## src/rtl/sdram_word_pkg.sv

```systemverilog
package sdram_word_pkg;

  // {cs_n, ras_n, cas_n, we_n}
  typedef enum logic [3:0] {
    CMD_MRS = 4'b0000,
    CMD_REF = 4'b0001,
    CMD_PRE = 4'b0010,
    CMD_ACT = 4'b0011,
    CMD_WR  = 4'b0100,
    CMD_RD  = 4'b0101,
    CMD_NOP = 4'b0111
  } sd_cmd_e;

  typedef enum logic [2:0] {
    ST_PWR,
    ST_PALL,
    ST_IREF,
    ST_MRS,
    ST_IDLE,
    ST_RW,
    ST_WAIT
  } seq_st_e;

endpackage

```

## src/rtl/sdram_refresh_timer.sv

```systemverilog
module sdram_refresh_timer #(
  parameter int INTERVAL = 1560
) (
  input  logic clk,
  input  logic rst_n,
  input  logic run,
  input  logic ack,
  output logic pending
);
  localparam int CW = $clog2(INTERVAL + 1);

  logic [CW-1:0] cnt_q, cnt_d;
  logic          pend_q, pend_d;
  logic          tick;

  always_comb begin
    cnt_d  = cnt_q;
    pend_d = pend_q;
    tick   = run && (cnt_q == '0);
    if (run) cnt_d = tick ? CW'(INTERVAL - 1) : cnt_q - 1'b1;
    if (ack) pend_d = 1'b0;
    if (tick) pend_d = 1'b1;
  end

  always_ff @(posedge clk or negedge rst_n) begin
    if (!rst_n) begin
      cnt_q  <= CW'(INTERVAL - 1);
      pend_q <= 1'b0;
    end else begin
      cnt_q  <= cnt_d;
      pend_q <= pend_d;
    end
  end

  assign pending = pend_q;
endmodule

```

## src/rtl/sdram_rd_capture.sv

```systemverilog
module sdram_rd_capture #(
  parameter int CL = 3,
  parameter int DW = 16
) (
  input  logic          clk,
  input  logic          rst_n,
  input  logic          issue,
  input  logic [DW-1:0] dq_in,
  output logic [DW-1:0] rd_data,
  output logic          rd_valid
);
  logic [CL-1:0] sh_q, sh_d;
  logic [DW-1:0] data_q;
  logic          valid_q;

  generate
    if (CL == 1) begin : g_cl1
      assign sh_d = issue;
    end else begin : g_cln
      assign sh_d = {sh_q[CL-2:0], issue};
    end
  endgenerate

  always_ff @(posedge clk or negedge rst_n) begin
    if (!rst_n) begin
      sh_q    <= '0;
      valid_q <= 1'b0;
      data_q  <= '0;
    end else begin
      sh_q    <= sh_d;
      valid_q <= sh_q[CL-1];
      if (sh_q[CL-1]) data_q <= dq_in;
    end
  end

  assign rd_data  = data_q;
  assign rd_valid = valid_q;
endmodule

```

## src/rtl/sdram_seq_fsm.sv

```systemverilog
module sdram_seq_fsm
  import sdram_word_pkg::*;
#(
  parameter int INIT_CYCLES = 20000,
  parameter int T_RCD       = 3,
  parameter int T_RP        = 3,
  parameter int T_RFC       = 7,
  parameter int T_WR        = 2,
  parameter int T_MRD       = 2,
  parameter int CAS_LAT     = 3,
  parameter int ROW_W       = 11,
  parameter int COL_W       = 8,
  parameter int DW          = 16,
  parameter int AP_BIT      = 10
) (
  input  logic                   clk,
  input  logic                   rst_n,
  input  logic                   req_valid,
  output logic                   req_ready,
  input  logic                   req_write,
  input  logic [ROW_W+COL_W:0]   req_addr,
  input  logic [DW-1:0]          req_wdata,
  input  logic [DW/8-1:0]        req_be,
  input  logic                   ref_pend,
  output logic                   ref_ack,
  output logic                   ref_run,
  output sd_cmd_e                cmd_q,
  output logic [ROW_W:0]         addr_q,
  output logic [DW-1:0]          dq_q,
  output logic                   oe_q,
  output logic [DW/8-1:0]        dqm_q,
  output logic                   cke_q
);
  localparam int AW      = ROW_W + COL_W + 1;
  localparam int SA_W    = ROW_W + 1;
  localparam int BE_W    = DW / 8;
  localparam int ACC_MAX = T_WR + T_RP + T_RFC + T_RCD + T_MRD + CAS_LAT;
  localparam int CNT_MAX = (INIT_CYCLES > ACC_MAX) ? INIT_CYCLES : ACC_MAX;
  localparam int CW      = $clog2(CNT_MAX + 1);
  // a wait load of L places the next command L+2 cycles after this one
  localparam logic [CW-1:0] L_RP  = CW'(T_RP - 2);
  localparam logic [CW-1:0] L_RFC = CW'(T_RFC - 2);
  localparam logic [CW-1:0] L_MRD = CW'(T_MRD - 2);
  localparam logic [CW-1:0] L_RCD = CW'(T_RCD - 2);
  localparam logic [CW-1:0] L_RDA = CW'(T_RP - 1);
  localparam logic [CW-1:0] L_WRA = CW'(T_WR + T_RP - 2);
  localparam logic [SA_W-1:0] MODE_WORD = SA_W'(CAS_LAT << 4);

  seq_st_e          st_q, st_d, ret_q, ret_d;
  logic [CW-1:0]    cnt_q, cnt_d;
  logic             iref_q, iref_d, run_q, run_d;
  logic             lat_en;
  logic             lw_q;
  logic [AW-1:0]    la_q;
  logic [DW-1:0]    ld_q;
  logic [BE_W-1:0]  lb_q;
  sd_cmd_e          cmd_d;
  logic [SA_W-1:0]  addr_d;
  logic [DW-1:0]    dq_d;
  logic             oe_d;
  logic [BE_W-1:0]  dqm_d;

  always_comb begin
    st_d      = st_q;
    ret_d     = ret_q;
    cnt_d     = cnt_q;
    iref_d    = iref_q;
    run_d     = run_q;
    lat_en    = 1'b0;
    req_ready = 1'b0;
    ref_ack   = 1'b0;
    cmd_d     = CMD_NOP;
    addr_d    = '0;
    dq_d      = '0;
    oe_d      = 1'b0;
    dqm_d     = '0;
    unique case (st_q)
      ST_PWR: begin
        if (cnt_q == '0) st_d = ST_PALL;
        else cnt_d = cnt_q - 1'b1;
      end
      ST_PALL: begin
        cmd_d          = CMD_PRE;
        addr_d[AP_BIT] = 1'b1;
        cnt_d          = L_RP;
        ret_d          = ST_IREF;
        st_d           = ST_WAIT;
      end
      ST_IREF: begin
        cmd_d  = CMD_REF;
        cnt_d  = L_RFC;
        iref_d = 1'b1;
        ret_d  = iref_q ? ST_MRS : ST_IREF;
        st_d   = ST_WAIT;
      end
      ST_MRS: begin
        cmd_d  = CMD_MRS;
        addr_d = MODE_WORD;
        cnt_d  = L_MRD;
        run_d  = 1'b1;
        ret_d  = ST_IDLE;
        st_d   = ST_WAIT;
      end
      ST_IDLE: begin
        if (ref_pend) begin
          cmd_d   = CMD_REF;
          ref_ack = 1'b1;
          cnt_d   = L_RFC;
          ret_d   = ST_IDLE;
          st_d    = ST_WAIT;
        end else begin
          req_ready = 1'b1;
          if (req_valid) begin
            lat_en = 1'b1;
            cmd_d  = CMD_ACT;
            addr_d = {req_addr[AW-1], req_addr[AW-2 -: ROW_W]};
            cnt_d  = L_RCD;
            ret_d  = ST_RW;
            st_d   = ST_WAIT;
          end
        end
      end
      ST_RW: begin
        addr_d[SA_W-1]    = la_q[AW-1];
        addr_d[AP_BIT]    = 1'b1;
        addr_d[COL_W-1:0] = la_q[COL_W-1:0];
        if (lw_q) begin
          cmd_d = CMD_WR;
          oe_d  = 1'b1;
          dq_d  = ld_q;
          dqm_d = ~lb_q;
          cnt_d = L_WRA;
        end else begin
          cmd_d = CMD_RD;
          cnt_d = L_RDA;
        end
        ret_d = ST_IDLE;
        st_d  = ST_WAIT;
      end
      ST_WAIT: begin
        if (cnt_q == '0) st_d = ret_q;
        else cnt_d = cnt_q - 1'b1;
      end
      default: st_d = ST_PWR;
    endcase
  end

  always_ff @(posedge clk or negedge rst_n) begin
    if (!rst_n) begin
      st_q   <= ST_PWR;
      ret_q  <= ST_PWR;
      cnt_q  <= CW'(INIT_CYCLES - 1);
      iref_q <= 1'b0;
      run_q  <= 1'b0;
      cmd_q  <= CMD_NOP;
      addr_q <= '0;
      dq_q   <= '0;
      oe_q   <= 1'b0;
      dqm_q  <= '0;
      cke_q  <= 1'b0;
      lw_q   <= 1'b0;
      la_q   <= '0;
      ld_q   <= '0;
      lb_q   <= '0;
    end else begin
      st_q   <= st_d;
      ret_q  <= ret_d;
      cnt_q  <= cnt_d;
      iref_q <= iref_d;
      run_q  <= run_d;
      cmd_q  <= cmd_d;
      addr_q <= addr_d;
      dq_q   <= dq_d;
      oe_q   <= oe_d;
      dqm_q  <= dqm_d;
      cke_q  <= 1'b1;
      if (lat_en) begin
        lw_q <= req_write;
        la_q <= req_addr;
        ld_q <= req_wdata;
        lb_q <= req_be;
      end
    end
  end

  assign ref_run = run_q;
endmodule

```

## src/rtl/sdram_word_ctrl.sv

```systemverilog
module sdram_word_ctrl
  import sdram_word_pkg::*;
#(
  parameter int INIT_CYCLES  = 20000,
  parameter int REF_INTERVAL = 1560,
  parameter int T_RCD        = 3,
  parameter int T_RP         = 3,
  parameter int T_RFC        = 7,
  parameter int T_WR         = 2,
  parameter int T_MRD        = 2,
  parameter int CAS_LAT      = 3,
  parameter int ROW_W        = 11,
  parameter int COL_W        = 8,
  parameter int DW           = 16
) (
  input  logic                 clk,
  input  logic                 rst_n,
  input  logic                 req_valid,
  output logic                 req_ready,
  input  logic                 req_write,
  input  logic [ROW_W+COL_W:0] req_addr,
  input  logic [DW-1:0]        req_wdata,
  input  logic [DW/8-1:0]      req_be,
  output logic [DW-1:0]        rd_data,
  output logic                 rd_valid,
  output logic                 sd_cke,
  output logic                 sd_cs_n,
  output logic                 sd_ras_n,
  output logic                 sd_cas_n,
  output logic                 sd_we_n,
  output logic [ROW_W:0]       sd_addr,
  output logic [DW-1:0]        sd_dq_out,
  output logic                 sd_dq_oe,
  input  logic [DW-1:0]        sd_dq_in,
  output logic [DW/8-1:0]      sd_dqm
);
  sd_cmd_e cmd_q;
  logic    ref_pend, ref_ack, ref_run;

  sdram_refresh_timer #(.INTERVAL(REF_INTERVAL)) u_ref (
    .clk     (clk),
    .rst_n   (rst_n),
    .run     (ref_run),
    .ack     (ref_ack),
    .pending (ref_pend)
  );

  sdram_seq_fsm #(
    .INIT_CYCLES (INIT_CYCLES),
    .T_RCD       (T_RCD),
    .T_RP        (T_RP),
    .T_RFC       (T_RFC),
    .T_WR        (T_WR),
    .T_MRD       (T_MRD),
    .CAS_LAT     (CAS_LAT),
    .ROW_W       (ROW_W),
    .COL_W       (COL_W),
    .DW          (DW),
    .AP_BIT      (10)
  ) u_seq (
    .clk       (clk),
    .rst_n     (rst_n),
    .req_valid (req_valid),
    .req_ready (req_ready),
    .req_write (req_write),
    .req_addr  (req_addr),
    .req_wdata (req_wdata),
    .req_be    (req_be),
    .ref_pend  (ref_pend),
    .ref_ack   (ref_ack),
    .ref_run   (ref_run),
    .cmd_q     (cmd_q),
    .addr_q    (sd_addr),
    .dq_q      (sd_dq_out),
    .oe_q      (sd_dq_oe),
    .dqm_q     (sd_dqm),
    .cke_q     (sd_cke)
  );

  sdram_rd_capture #(.CL(CAS_LAT), .DW(DW)) u_cap (
    .clk      (clk),
    .rst_n    (rst_n),
    .issue    (cmd_q == CMD_RD),
    .dq_in    (sd_dq_in),
    .rd_data  (rd_data),
    .rd_valid (rd_valid)
  );

  assign {sd_cs_n, sd_ras_n, sd_cas_n, sd_we_n} = cmd_q;
endmodule

```

## config.mk

```make
export PLATFORM = sky130hd
export DESIGN_NAME = sdram_word_ctrl
export DESIGN_NICKNAME = d
export VERILOG_FILES = /design/src/rtl/sdram_word_pkg.sv /design/src/rtl/sdram_refresh_timer.sv /design/src/rtl/sdram_rd_capture.sv /design/src/rtl/sdram_seq_fsm.sv /design/src/rtl/sdram_word_ctrl.sv
export SDC_FILE = /design/constraint.sdc
export NUM_CORES = 1
export LEC_CHECK = 0
export BUFFER_PORTS_ARGS = -buffer_cell sky130_fd_sc_hd__buf_2
export CORE_AREA = 2 2 103 105
export CTS_BUF_LIST = sky130_fd_sc_hd__clkbuf_8 sky130_fd_sc_hd__clkbuf_16
export CTS_CLUSTER_DIAMETER = 150
export DETAILED_ROUTE_END_ITERATION = 16
export DIE_AREA = 0 0 105 107
export GPL_TIMING_DRIVEN = 0
export PLACE_DENSITY = 0.84
export SLEW_MARGIN = 20
export SYNTH_ARGS = -nofsm -noshare
export SYNTH_HDL_FRONTEND = slang
export SYNTH_SLANG_ARGS = --single-unit
export TNS_END_PERCENT = 100
```

## constraint.sdc

```tcl
create_clock -name clk -period 2.96 [get_ports clk]
set_input_delay 0.296 -clock clk [delete_from_list [all_inputs] [get_ports clk]]
set_output_delay 0.296 -clock clk [all_outputs]
set_load 0.03 [all_outputs]
```

## Word level (Yosys, flattened, before mapping)

Index checks and enable logic that the tools add are counted.

| word-level totals | value |
|---|---|
| bits of input ports | 58 |
| output and inout port bits | 54 |
| flip-flop bits (word level) | 130 |
| word-level logic and storage cells | 88 |

| cells by class | value |
|---|---|
| reductions and logical operators | 14 |
| bitwise operators | 1 |
| eq/ne operators | 11 |
| muxes and demuxes | 40 |
| add/sub/neg operators | 2 |

Operators with widths:

| kind | number |
|---|---|
| $pmux W15 S6 | 1 |
| $mux W15 | 3 |
| $mux W16 | 2 |
| $mux W12 | 2 |
| $pmux W3 S4 | 2 |
| $pmux W8 S3 | 1 |
| $mux W3 | 7 |
| $pmux W4 S5 | 1 |
| $logic_not A15 Y1 | 1 |
| $sub A15 B1 Y15 const B | 1 |
| $mux W1 | 14 |
| $logic_not A11 Y1 | 1 |
| $mux W11 | 1 |
| $sub A11 B1 Y11 const B | 1 |
| $eq A3 B3 Y1 const B | 3 |
| $eq A3 B2 Y1 const B | 2 |
| $mux W2 | 3 |
| $reduce_and A3 Y1 | 2 |
| $reduce_bool A6 Y1 | 1 |
| $reduce_or A2 Y1 | 3 |
| $eq A4 B3 Y1 const B | 1 |
| $mux W4 | 1 |
| $ne A2 B1 Y1 const B | 2 |
| $pmux W1 S2 | 2 |
| 10 further kinds | 10 |

## Depth between registers and ports, before layout

Gate-level depths: netlist (run 1).

| logic depth | value |
|---|---|
| depth in word-level cells | 4 |
| mapped depth | 7 |
| mapped depth without buffers | 6 |

## Hierarchy

From an unflattened synthesis (run 1), not the netlist that was laid out.

| unflattened totals | value |
|---|---|
| cells, all modules | 390 |
| area total of the unflattened synthesis | 4957.3 um^2 |

By module, submodules not included:

| module | times used | cells each | seq. area each (um^2) | area each (um^2) |
|---|---|---|---|---|
| sdram_seq_fsm | 1 | 289 | 2167.1 | 3580.9 |
| sdram_rd_capture | 1 | 38 | 500.5 | 749.5 |
| sdram_refresh_timer | 1 | 62 | 307.8 | 614.3 |
| sdram_word_ctrl | 1 | 1 | 0.0 | 12.5 |

## Least setup slack after synthesis (run 1)

OpenSTA, ideal clock, no wires.

| timing path | value |
|---|---|
| path kind | register to register |
| start point | reg u_seq.cnt_q[0] |
| end point | reg u_seq.cnt_q[7] |
| path slack | 0.893 ns |
| arrival time | 1.987 ns |
| setup time | 0.079 ns |
| stages on the path, launching flop included | 8 |
| required time | 2.881 ns |
| period minus slack after synthesis | 2.067 ns |
| path buffers | 1 |
| cells stage by stage | dfstp_2 -> inv_1 -> ha_1 -> nor4b_2 -> and3_1 -> clkbuf_1 -> a2111oi_0 -> mux2i_1 |

| on the way | value |
|---|---|
| longest elaborated chain between the ends | 3 |
| elaborated cells between the ends (all ways) | 6 |
| classes of those cells | 1 x add/sub; 1 x eq/ne; 2 x mux; 2 x reduce/logical |

Ends and longest elaborated chain:

| what | line | RTL |
|---|---|---|
| from (decl) | sdram_seq_fsm.sv:50 | `logic [CW-1:0] cnt_q, cnt_d;` |
| from (signal assigned) | sdram_seq_fsm.sv:152 | `cnt_q <= CW'(INIT_CYCLES - 1);` |
| from (signal assigned) | sdram_seq_fsm.sv:168 | `cnt_q <= cnt_d;` |
| $sub A15 B1 Y15 / $logic_not A15 Y1 (equally long branches) | -- |  |
| $mux W15 / $ne A2 B2 Y1 (equally long branches) | -- |  |
| $pmux W15 S6 / $reduce_and A3 Y1 (equally long branches) | -- |  |

Several ways; a longest one is shown, not always the timed one. The select of a mux whose other input is x is not followed.
A chain may end at the register's enable or synchronous reset.

## Final worst setup path (run 1)

| timing path | value |
|---|---|
| start point | reg u_seq.cnt_q[0] |
| end point | reg u_seq.st_q[1] |

| on the way | value |
|---|---|
| longest elaborated chain between the ends | 3 |
| elaborated cells between the ends (all ways) | 4 |
| classes of those cells | 2 x eq/ne; 2 x reduce/logical |

Ends and longest elaborated chain:

| what | line | RTL |
|---|---|---|
| $logic_not A15 Y1 * | sdram_seq_fsm.sv:79, sdram_seq_fsm.sv:141 |  |
| $ne A2 B1 Y1 (no source line) | -- |  |
| $reduce_and A3 Y1 (no source line) * | -- |  |
| to (signal assigned) | sdram_seq_fsm.sv:166 | `st_q <= st_d;` |
| to (decl) | sdram_seq_fsm.sv:49 | `seq_st_e st_q, st_d, ret_q, ret_d;` |

Every way passes the cells marked *; elsewhere a longest branch is shown, timed or not.

==> key figures, run 1 <==
Placement
  • HPWL after detailed placement: 7350 µm
  • Routability cong.: 0.874
  • Port-buffer cells: 110

Die
  • Initial Util: 48.8%
  • DIE WIDTH: 105 µm
  • # IOs: 112
  • Die height: 107 µm
  • Die area: 11,200 µm²
  • Row count: 37
  • Area of the core: 10,100 µm²

Yosys
  • Async set or reset register ratio after synthesis: 100%
  • Top FF cell, synth: dfrtp_1
  • Yosys reg bits: 118
  • Syn nets: 460
  • Warnings from Yosys: 0
  • Yosys cell types: 53
  • Area share of the largest cell type after synthesis: 50.8%
  • Number of synthesized flops with an enable pin: 0
  • Sequential area share after synthesis: 60.4%
  • Gate Count Post-Synth: 399
  • Syn_area_per_cell: 12.3 µm²
  • Top post-synthesis cells by count: 100 x dfrtp_1, 44 x mux2_2, 26 x nand2_1, 23 x nor2_1, 21 x and2_1
  • Post-synthesis instance area: 4920 µm²
  • Main area contributors after synthesis: dfrtp_1 51%, mux2_2 10%, dfstp_2 9.6%, and2_1 2.7%, mux2i_1 2.0%
  • Most common cell in the netlist: dfrtp_1
  • Leading area contributor after synthesis: dfrtp_1

STA
  • Worst slew pin tran: 0.647 ns
  • Final Skew: 0.00924 ns
  • Fmax: 0.423 GHz
  • Final min period: 2.36 ns
  • Final Setup Violations: 0
  • Fin. max-slew vios: 0
  • Unrepaired setup endpoints after global routing: no
  • Final Hold Vio Count: 0
  • Setup TNS: 0 ns
  • Max-slew headroom: 56.4%
  • Crit share post-route: 79.8%

Detailed routing
  • DRT Pass-1 Iters: 5
  • Via/cell ratio: 5.34
  • Drt wl/cell: 17.2 µm
  • 1st-iter DRT viols: 276
  • DRT antenna net count: 0
  • Via count: 3,789
  • DRC: 0
  • Routed WL: 12,200 µm

Critical path
  • Critical Path Source Type: flip-flop
  • Reg2reg start: u_seq.cnt_q[0]
  • Crit. End Element: flip-flop
  • Worst-path maximum fanout: 7
  • Setup Crit Path Kind: reg -> reg
  • Crit path required time: 3.36 ns
  • Critical Path AT: 2.76 ns
  • Crit. Startpoint: u_seq.cnt_q[0]

Run status
  • Status: completed

Finish
  • Layout Utilization: 65.2%
  • Ant diodes: 0
  • Layout fillers: 694
  • Share of cells above drive strength 1: 39.5%
  • Layout area overhead: 33.6%
  • Final #Nets: 622

Clocking
  • Clock sinks: 118
  • Clock Tree Buf Depth: 2
  • Root Driver: clkbuf_8
  • Postcts setup bufs: 0
  • CTS H-Tree Depth: 4
  • Clock Latency Late Sink: 0.52 ns
  • Worst-path clk slew: 0.06 ns
  • CTS tree: built
  • TritonCTS Buffers: 17

GRT
  • Largest net degree at the start of global routing: 80
  • Initial antenna violation count: 0
  • Remaining Overflow, GRT: 0
  • Tot GR Track Use: 22.6%
  • Global-route wire length before repair: 19,400 µm
  • Vias in the first global route: 3,856

Power and ir drop
  • Max VDD drop: 619 µV
  • Leak: 3.17 nW
  • Power Dens Cells: 879 nW/µm²

Min path
  • Hold Startpoint: req_wdata[3]
  • Min-delay worst type: in -> reg

Flow run
  • Max-cap violations: 0
## cells by family after synthesis
logic type	synth area share [%]
buffers and inverters	2.44
XOR/XNOR	1.78
adder cells (fa/ha/maj)	0.762
other	0.153
AND/OR/NAND/NOR	14.2
multiplexers	12.4
AO/OA/AOI/OAI	7.83
flip-flops	60.4
## per-stage QoR
stage | std cells | instance area (µm²) | setup WS, ns | total power [mW] | hold slack, ns
after floorplan | 399 | 4920 | 0.893 | 3.34 | 0.000409
final | 710 | 6580 | 0.598 | 5.78 | 0.0147
after CTS | 707 | 6550 | 0.651 | 5.78 | 0.00000888
after global placement | 645 | 5640 | 0.326 | 3.67 | 0.335
after detailed placement | 646 | 5680 | 0.686 | 3.75 | 0.222
after global routing | 710 | 6580 | 0.466 | 6.06 | 0.00290
## layout make-up
cell class,instances,area (µm²),area share [%]
buffer,19,90.1,1.37
clock buffer,18,428,6.51
clock inverter,14,150,2.28
inverter,8,30.0,0.457
multi-input combinational,254,1830,27.8
sequential,118,2980,45.2
tap,136,170,2.59
timing repair buffer,143,905,13.8
## flip-flops by register name, summed over array words and instances (netlist names)
name	cells
u_cap.rd_data	16
u_seq.ld_q	16
u_seq.st_q	3
u_seq.cke_q	1
u_seq.ret_q	3
u_cap.rd_valid	1
u_seq.dq_q	16
u_seq.ref_run	1
u_seq.addr_q	12
u_seq.lw_q	1
u_seq.cmd_q	3
u_seq.lb_q	2
u_seq.oe_q	1
u_cap.sh_q	3
u_seq.iref_q	1
u_seq.cnt_q	15
u_seq.dqm_q	2
u_ref.cnt_q	11
u_ref.pending	1
u_seq.la_q	9
## cells in the final DEF, fill, tap and decap left out, drive strengths merged, types with 2 or more instances in the layout
master       count
o21ai           14
clkinv           7
o31ai            2
dfrtp          100
nand2           26
o21a             2
a21o             3
xnor2            5
or2              2
clkinvlp         3
nand2b          11
a21oi           12
nor3            13
xor2             5
or3              3
mux2            45
or4              5
mux2i           10
nor2b            3
dfstp           18
o41ai            2
nor4             8
buf            121
dlygate4sd3     32
conb             2
ha               3
o211ai           2
and2            22
a22oi            2
clkbuf          27
nand3            4
and3             2
a211oi           3
nor2            24
a22o             7
bufinv           2
inv             10
## worst max-delay path, stage by stage (launching register included)
cell	delay (ns)
dfstp_2	0.38
inv_1	0.07
ha_1	0.21
nor4b_2	0.55
nand3_1	0.32
or3_1	0.44
o31a_1	0.27
## worst paths after layout
kind                                     end  slack [ns]  cells past startpoint
min                            u_seq.ld_q[3]        0.01                      2
max reg2reg                    u_seq.st_q[1]        0.60                      6
max                            u_seq.st_q[1]        0.60                      6
max in group asynchronous     u_ref.cnt_q[2]        1.99                      3
min reg2reg                    u_cap.sh_q[2]        0.35                      0
min in group asynchronous  u_cap.rd_data[11]        0.24                      2
## metal layers
metal  wire [µm]  GRT usage (%)  part of all wire [%]  up-vias
met5           0              0                     0        -
met2        6460           38.9                    53      150
met4         394           12.3                   3.2        0
met1        4810           26.0                    39     1881
li1            -              -                     -     1725
met3         553           5.65                   4.5       33
## timing repair
item,CTS,global route
resized for setup,0,0
endpoints found under the setup margin,0,0
hold buffers,29,3
endpoints found under the hold margin,67,3
## power by group
part / internal [mW] / switching, mW
clock: 1.22 / 0.750
combinational: 0.676 / 0.824
sequential: 2.05 / 0.260
total: 3.95 / 1.83
Power figures use the tool's default switching activity.
==> run 2: changes to the inputs <==
clock period = 2.2 ns   (was 2.96 ns; I/O delays follow)
==> run 2 against run 1 <==
  * Worst setup slack got worse by 0.55 ns
  * Via count increased by 5.6%
  * Clock skew about the same
  * Critical endpoint is now u_seq.cnt_q[10]
  * Largest cell class unchanged
  * Fmax increased by 9.6%
  * Critical path depth unchanged
  * Non-clock buffer count grew 26
  * Clock-buffer cell count unchanged
  * Register-to-register slack got worse by 0.55 ns
  * Total power grew 38%
  * Final area up 4.3%
  * Critical path type unchanged
  * Cell count rose by 3.7%
  * Global-route usage up 2.6 points
==> key figures, run 2 (synthesis gave the netlist of run 1 again) <==
Detailed routing
  • DRT Pass-1 Iters: 5 (unchanged)
  • Drt wl/cell: 18.5 µm (+7.2%)
  • Via/cell ratio: 5.43 (+1.8%)
  • 1st-iter DRT viols: 298 (+8.0%)
  • DRC: 0 (unchanged)
  • Routed WL: 13,600 µm (+11%)
  • DRT antenna net count: 0 (unchanged)
  • Via count: 4,000 (+5.6%)

Critical path
  • Crit. End Element: flip-flop
  • Critical Path AT: 2.57 ns (-0.19 ns)
  • Critical Path Source Type: flip-flop
  • Crit path required time: 2.61 ns (-0.75 ns)
  • Setup Crit Path Kind: reg -> reg
  • Worst-path maximum fanout: 10 (+3)

GRT
  • Vias in the first global route: 4,228 (+9.6%)
  • Met1 track demand over resource: 27.5% (+1.5 points)
  • Grt met3 use: 6.93% (+1.3 points)
  • Tot GR Track Use: 25.2% (+2.6 points)
  • Busiest grt layer: met2
  • Global-route wire length before repair: 21,700 µm (+11%)
  • Largest net degree at the start of global routing: 80 (unchanged)
  • Initial antenna violation count: 0 (unchanged)
  • Remaining Overflow, GRT: 0 (unchanged)
  • Grt met2 use: 44.3% (+5.4 points)

STA
  • Unrepaired setup endpoints after global routing: yes
  • Crit share post-route: 97.9% (+18 points)
  • Worst slew pin tran: 0.645 ns (-0.00213 ns)
  • Final Hold Vio Count: 0 (unchanged)
  • Max-slew headroom: 56.6% (+0.14 points)
  • Final min period: 2.15 ns (-0.208 ns)
  • Fmax: 0.464 GHz (+9.6%)
  • Final Setup Violations: 0 (unchanged)
  • Fin. max-slew vios: 0 (unchanged)
  • Final Skew: 0.00890 ns (-0.000338 ns)

Die
  • Row count: 37 (unchanged)
  • Initial Util: 48.8% (unchanged)
  • Area of the core: 10,100 µm² (unchanged)
  • DIE WIDTH: 105 µm (unchanged)
  • Die height: 107 µm (unchanged)
  • Die area: 11,200 µm² (unchanged)
  • # IOs: 112 (unchanged)

Finish
  • Share of cells above drive strength 1: 38.5% (-1.0 points)
  • Final #Nets: 648 (+4.2%)
  • Final Instance Count excl. Fillers: 736 (+3.7%)
  • Layout Utilization: 68.0% (+2.8 points)
  • Commonest non-fill, non-tap cell in the layout: buf_2
  • Ant diodes: 0 (unchanged)
  • Commonest cells after routing, fill and taps aside: 117 x buf_2, 100 x dfrtp_1, 56 x dlygate4sd3_1, 44 x mux2_2, 26 x nand2_1
  • Layout area overhead: 39.3%

Clocking
  • Clock Latency Late Sink: 0.51 ns (about the same)
  • Clock sinks: 118 (unchanged)
  • Root Driver: clkbuf_8
  • TritonCTS Buffers: 17 (unchanged)
  • Clock Tree Buf Depth: 2 (unchanged)
  • Worst-path clk slew: 0.06 ns (about the same)
  • CTS tree: built
  • CTS H-Tree Depth: 4 (unchanged)

Flow run
  • Max-cap violations: 0 (unchanged)

Placement
  • HPWL after detailed placement: 7350 µm (unchanged)
  • Placed cells: 646 (unchanged)
  • Port-buffer cells: 110 (unchanged)
  • Routability cong.: 0.874 (unchanged)

Power and ir drop
  • Leak: 3.28 nW (+3.7%)
  • Power Dens Cells: 1160 nW/µm² (+32%)
  • Design Power: 7.98 mW (+38%)
  • Max VDD drop: 786 µV (+27%)

Run status
  • Status: completed

Min path
  • Min-delay worst type: in -> async
## run 2: where the power goes
part / leakage [nW] / internal (mW) / switching (mW)
Combinational: 1.54 / 0.964 / 1.20
Clock: 0.278 / 1.65 / 1.03
Sequential: 1.47 / 2.76 / 0.387
Total: 3.28 / 5.37 / 2.61
## run 2: timing repair
item,CTS,global route
cloned,0,0
setup buffers,0,2
endpoints found under the setup margin,4,14
hold buffers,56,0
resized for setup,2,3
hold endpoints to repair,95,0
## run 2: path summary, 6_finish.rpt
kind	cells after the start	to	slack, ns	start
worst max register to register	6	u_seq.cnt_q[10]	0.05	u_seq.st_q[0]
worst max-delay path	6	u_seq.cnt_q[10]	0.05	u_seq.st_q[0]
worst min-delay path	2	u_cap.rd_data[11]	0.18	rst_n
max in group asynchronous	3	u_ref.cnt_q[10]	1.28	rst_n
worst min register to register	0	u_cap.sh_q[2]	0.35	u_cap.sh_q[1]
min in group clk	4	u_seq.ret_q[2]	0.22	req_valid
## run 2: worst max-delay path, stage by stage, from the launching register on
cell and delay, ns:
dfrtp_1 0.48, buf_4 0.22, nor4_1 0.36, o21a_1 0.31
buf_2 0.28, o31ai_1 0.15, a21oi_1 0.24
## run 2: layer usage
metal | wire (µm) | up-vias
met4 | 620 | 0
li1 | - | 1781
met1 | 5010 | 1979
met5 | 0 | -
met3 | 677 | 43
met2 | 7270 | 197
## run 2: metrics by stage
step                setup slack, ns  instance area (µm²)  TNS [ns]  hold WS, ns
finish                       0.0458                 6860         0        0.179
global placement             -0.358                 5640    -35.24        0.335
global route                -0.0715                 6860    -0.134        0.200
CTS                          0.0151                 6830         0        0.165
floorplan                     0.133                 4920         0      -0.0756
detailed placement          -0.0736                 5680    -0.192        0.146
## run 2: cell type report
class / count / area, µm²
Fill cell: 645 / 3230
Sequential cell: 118 / 2980
Multi-Input combinational cell: 254 / 1850
Timing Repair Buffer: 169 / 1160
Clock buffer: 18 / 428
Tap cell: 136 / 170
Clock inverter: 14 / 150
Buffer: 19 / 90.1
Inverter: 8 / 30.0
==> run 3: changes to the inputs <==
CORE_AREA = 2 2 85 127   (was 2 2 103 105)
DIE_AREA = 0 0 87 129   (was 0 0 105 107)
SLEW_MARGIN = unset   (was 20)
==> run 3 against run 2 <==
  * Clock skew is 0.0011 ns lower
  * Flip-flop and latch count unchanged
  * Routed wire length is 19% lower
  * Sequential share of layout area grew 3.8 points
  * Critical path type unchanged
==> key figures, run 3 (synthesis gave the netlist of run 1 again) <==
Run status
  • Status: completed

STA
  • Crit share post-route: 92.8% (-5.1 points)
  • Post-layout worst setup margin: 0.158 ns (+0.113 ns)
  • Final Setup Violations: 0 (unchanged)
  • Max-slew headroom: 49.0% (-7.6 points)
  • Final min period: 2.04 ns (-0.113 ns)
  • Hold_ws: 0.0211 ns (-0.158 ns)
  • Fin. max-slew vios: 0 (unchanged)
  • Final Hold Vio Count: 0 (unchanged)
  • Fmax: 0.490 GHz (+5.5%)
  • Worst slew pin tran: 0.765 ns (+0.119 ns)
  • Final Skew: 0.00780 ns (-0.00110 ns)

GRT
  • Largest net degree at the start of global routing: 62 (-23%)
  • Tot GR Track Use: 20.4% (-4.8 points)
  • Remaining Overflow, GRT: 0 (unchanged)
  • Vias in the first global route: 3,677 (-13%)
  • Global-route wire length before repair: 17,600 µm (-19%)
  • Initial antenna violation count: 0 (unchanged)

Die
  • Initial Util: 48.9% (+0.067 points)
  • Area of the core: 10,100 µm² (-0.14%)
  • Die height: 129 µm (+21%)
  • # IOs: 112 (unchanged)
  • Row count: 45 (+22%)
  • Die area: 11,200 µm² (-0.11%)
  • DIE WIDTH: 87 µm (-17%)

Finish
  • Ant diodes: 0 (unchanged)
  • Final #Nets: 594 (-8.3%)
  • Commonest cells after routing, fill and taps aside: 117 x buf_2, 100 x dfrtp_1, 44 x mux2_2, 26 x nand2_1, 23 x nor2_1
  • Area of the multi-input gates: 1860 µm² (+0.20%)
  • Storage cell area: 2980 µm² (unchanged)
  • Share of cells above drive strength 1: 43.2% (+4.7 points)
  • Commonest non-fill, non-tap cell in the layout: buf_2
  • Layout area overhead: 28.1%
  • Layout fillers: 743 (+15%)

Detailed routing
  • DRC: 0 (unchanged)
  • Via/cell ratio: 5.44 (+0.16%)
  • Drt wl/cell: 16.7 µm (-9.8%)
  • DRT antenna net count: 0 (unchanged)
  • Via count: 3,609 (-9.8%)
  • Routed WL: 11,000 µm (-19%)
  • DRT Pass-1 Iters: 4 (-1)
  • 1st-iter DRT viols: 207 (-31%)

Clocking
  • CTS H-Tree Depth: 4 (unchanged)
  • Clock Tree Buf Depth: 2 (unchanged)
  • Root Driver: clkbuf_16
  • Clock Latency Late Sink: 0.41 ns (-0.10 ns)
  • CTS tree: built
  • Worst-path clk slew: 0.06 ns (about the same)
  • TritonCTS Buffers: 17 (unchanged)
  • Clock sinks: 118 (unchanged)

Critical path
  • Crit-path max cell delay: 0.59 ns (+0.11 ns)
  • Crit path required time: 2.53 ns (-0.08 ns)
  • Setup Crit Path Kind: reg -> reg
  • WP buf/inv: 0 (-2)
  • Worst-path maximum fanout: 8 (-2)
  • Crit. End Element: flip-flop
  • Crit-path slowest cell: or4_4
  • Cell family with most CP delay: simple AND/OR/NAND/NOR gates
  • Critical Path AT: 2.37 ns (-0.20 ns)
  • Critical Path Source Type: flip-flop
  • Worst path cell trace: or4_4 > nor4_4 > a21oi_2 > mux2_4

Placement
  • Routability cong.: 0.848 (-3.0%)
  • HPWL after detailed placement: 7700 µm (+4.8%)
  • Worst slack at placement: -0.168 ns (-0.0942 ns)
  • Port-buffer cells: 110 (unchanged)

Power and ir drop
  • Max VDD drop: 767 µV (-2.5%)
  • Leak: 3.06 nW (-6.9%)
  • Power Dens Cells: 1240 nW/µm² (+6.7%)

Min path
  • Min-delay worst type: in -> reg

Flow run
  • Max-cap violations: 0 (unchanged)
run 3: layout make-up:
class	count	share of cell area (%)
tap	117	2.32
inverter	8	0.476
timing repair buffer	116	9.84
clock inverter	14	2.42
sequential	118	47.2
multi-input combinational	254	29.5
clock buffer	18	6.96
buffer	18	1.37
run 3: metal layers:
layer  GRT usage (%)  wire length [µm]  vias up
met5               0                 0        -
met1            22.9              4200     1779
met3            5.58               633       22
li1                -                 -     1668
met2            36.4              6000      140
met4            7.90               206        0
run 3: what timing repair did:
item                                    in CTS  in global routing
endpoints found under the setup margin      11                 13
hold buffers                                 1                  0
pin swaps                                    0                  1
resized for setup                            2                  5
hold endpoints to repair                    47                  0
setup buffers                                0                  4
run 3: worst reg2reg max path: cells and delay by family (launching register included):
| kind | cells | cell delay, ns |
|---|---|---|
| AO/OA/AOI/OAI | 1 | 0.19 |
| flip-flops | 1 | 0.42 |
| AND/OR/NAND/NOR | 2 | 1.02 |
| multiplexers | 1 | 0.33 |
run 3: power by group:
part           total (mW)  internal [mW]  switching, mW  leakage, nW
clock network        2.72           1.70           1.02        0.278
registers            3.11           2.76          0.347         1.47
logic                2.01          0.897           1.12         1.31
total                7.84           5.36           2.48         3.06
run 3: final timing paths:
check / endpoint / cells after the start / slack (ns) / startpoint
setup reg to reg: u_seq.cnt_q[2] / 4 / 0.16 / u_seq.cnt_q[12]
setup / recovery: u_seq.cnt_q[2] / 4 / 0.16 / u_seq.cnt_q[12]
min in group asynchronous: u_seq.la_q[2] / 2 / 0.43 / rst_n
hold / removal: u_seq.addr_q[9] / 2 / 0.02 / req_addr[17]
max in group asynchronous: u_ref.cnt_q[10] / 3 / 0.98 / rst_n
hold reg to reg: u_cap.sh_q[1] / 0 / 0.36 / u_cap.sh_q[0]
run 3: stage by stage:
stage               util, %  power, mW  instances  cell area (µm²)   TNS, ns
global placement       55.8       4.93        626             5620    -36.55
finish                 62.6       7.84        663             6310         0
detailed placement     56.1       5.08        627             5650    -0.499
floorplan                 -       4.49        399             4920         0
global route           62.6       8.21        663             6310  -0.00169
CTS                    62.1       7.82        660             6260         0
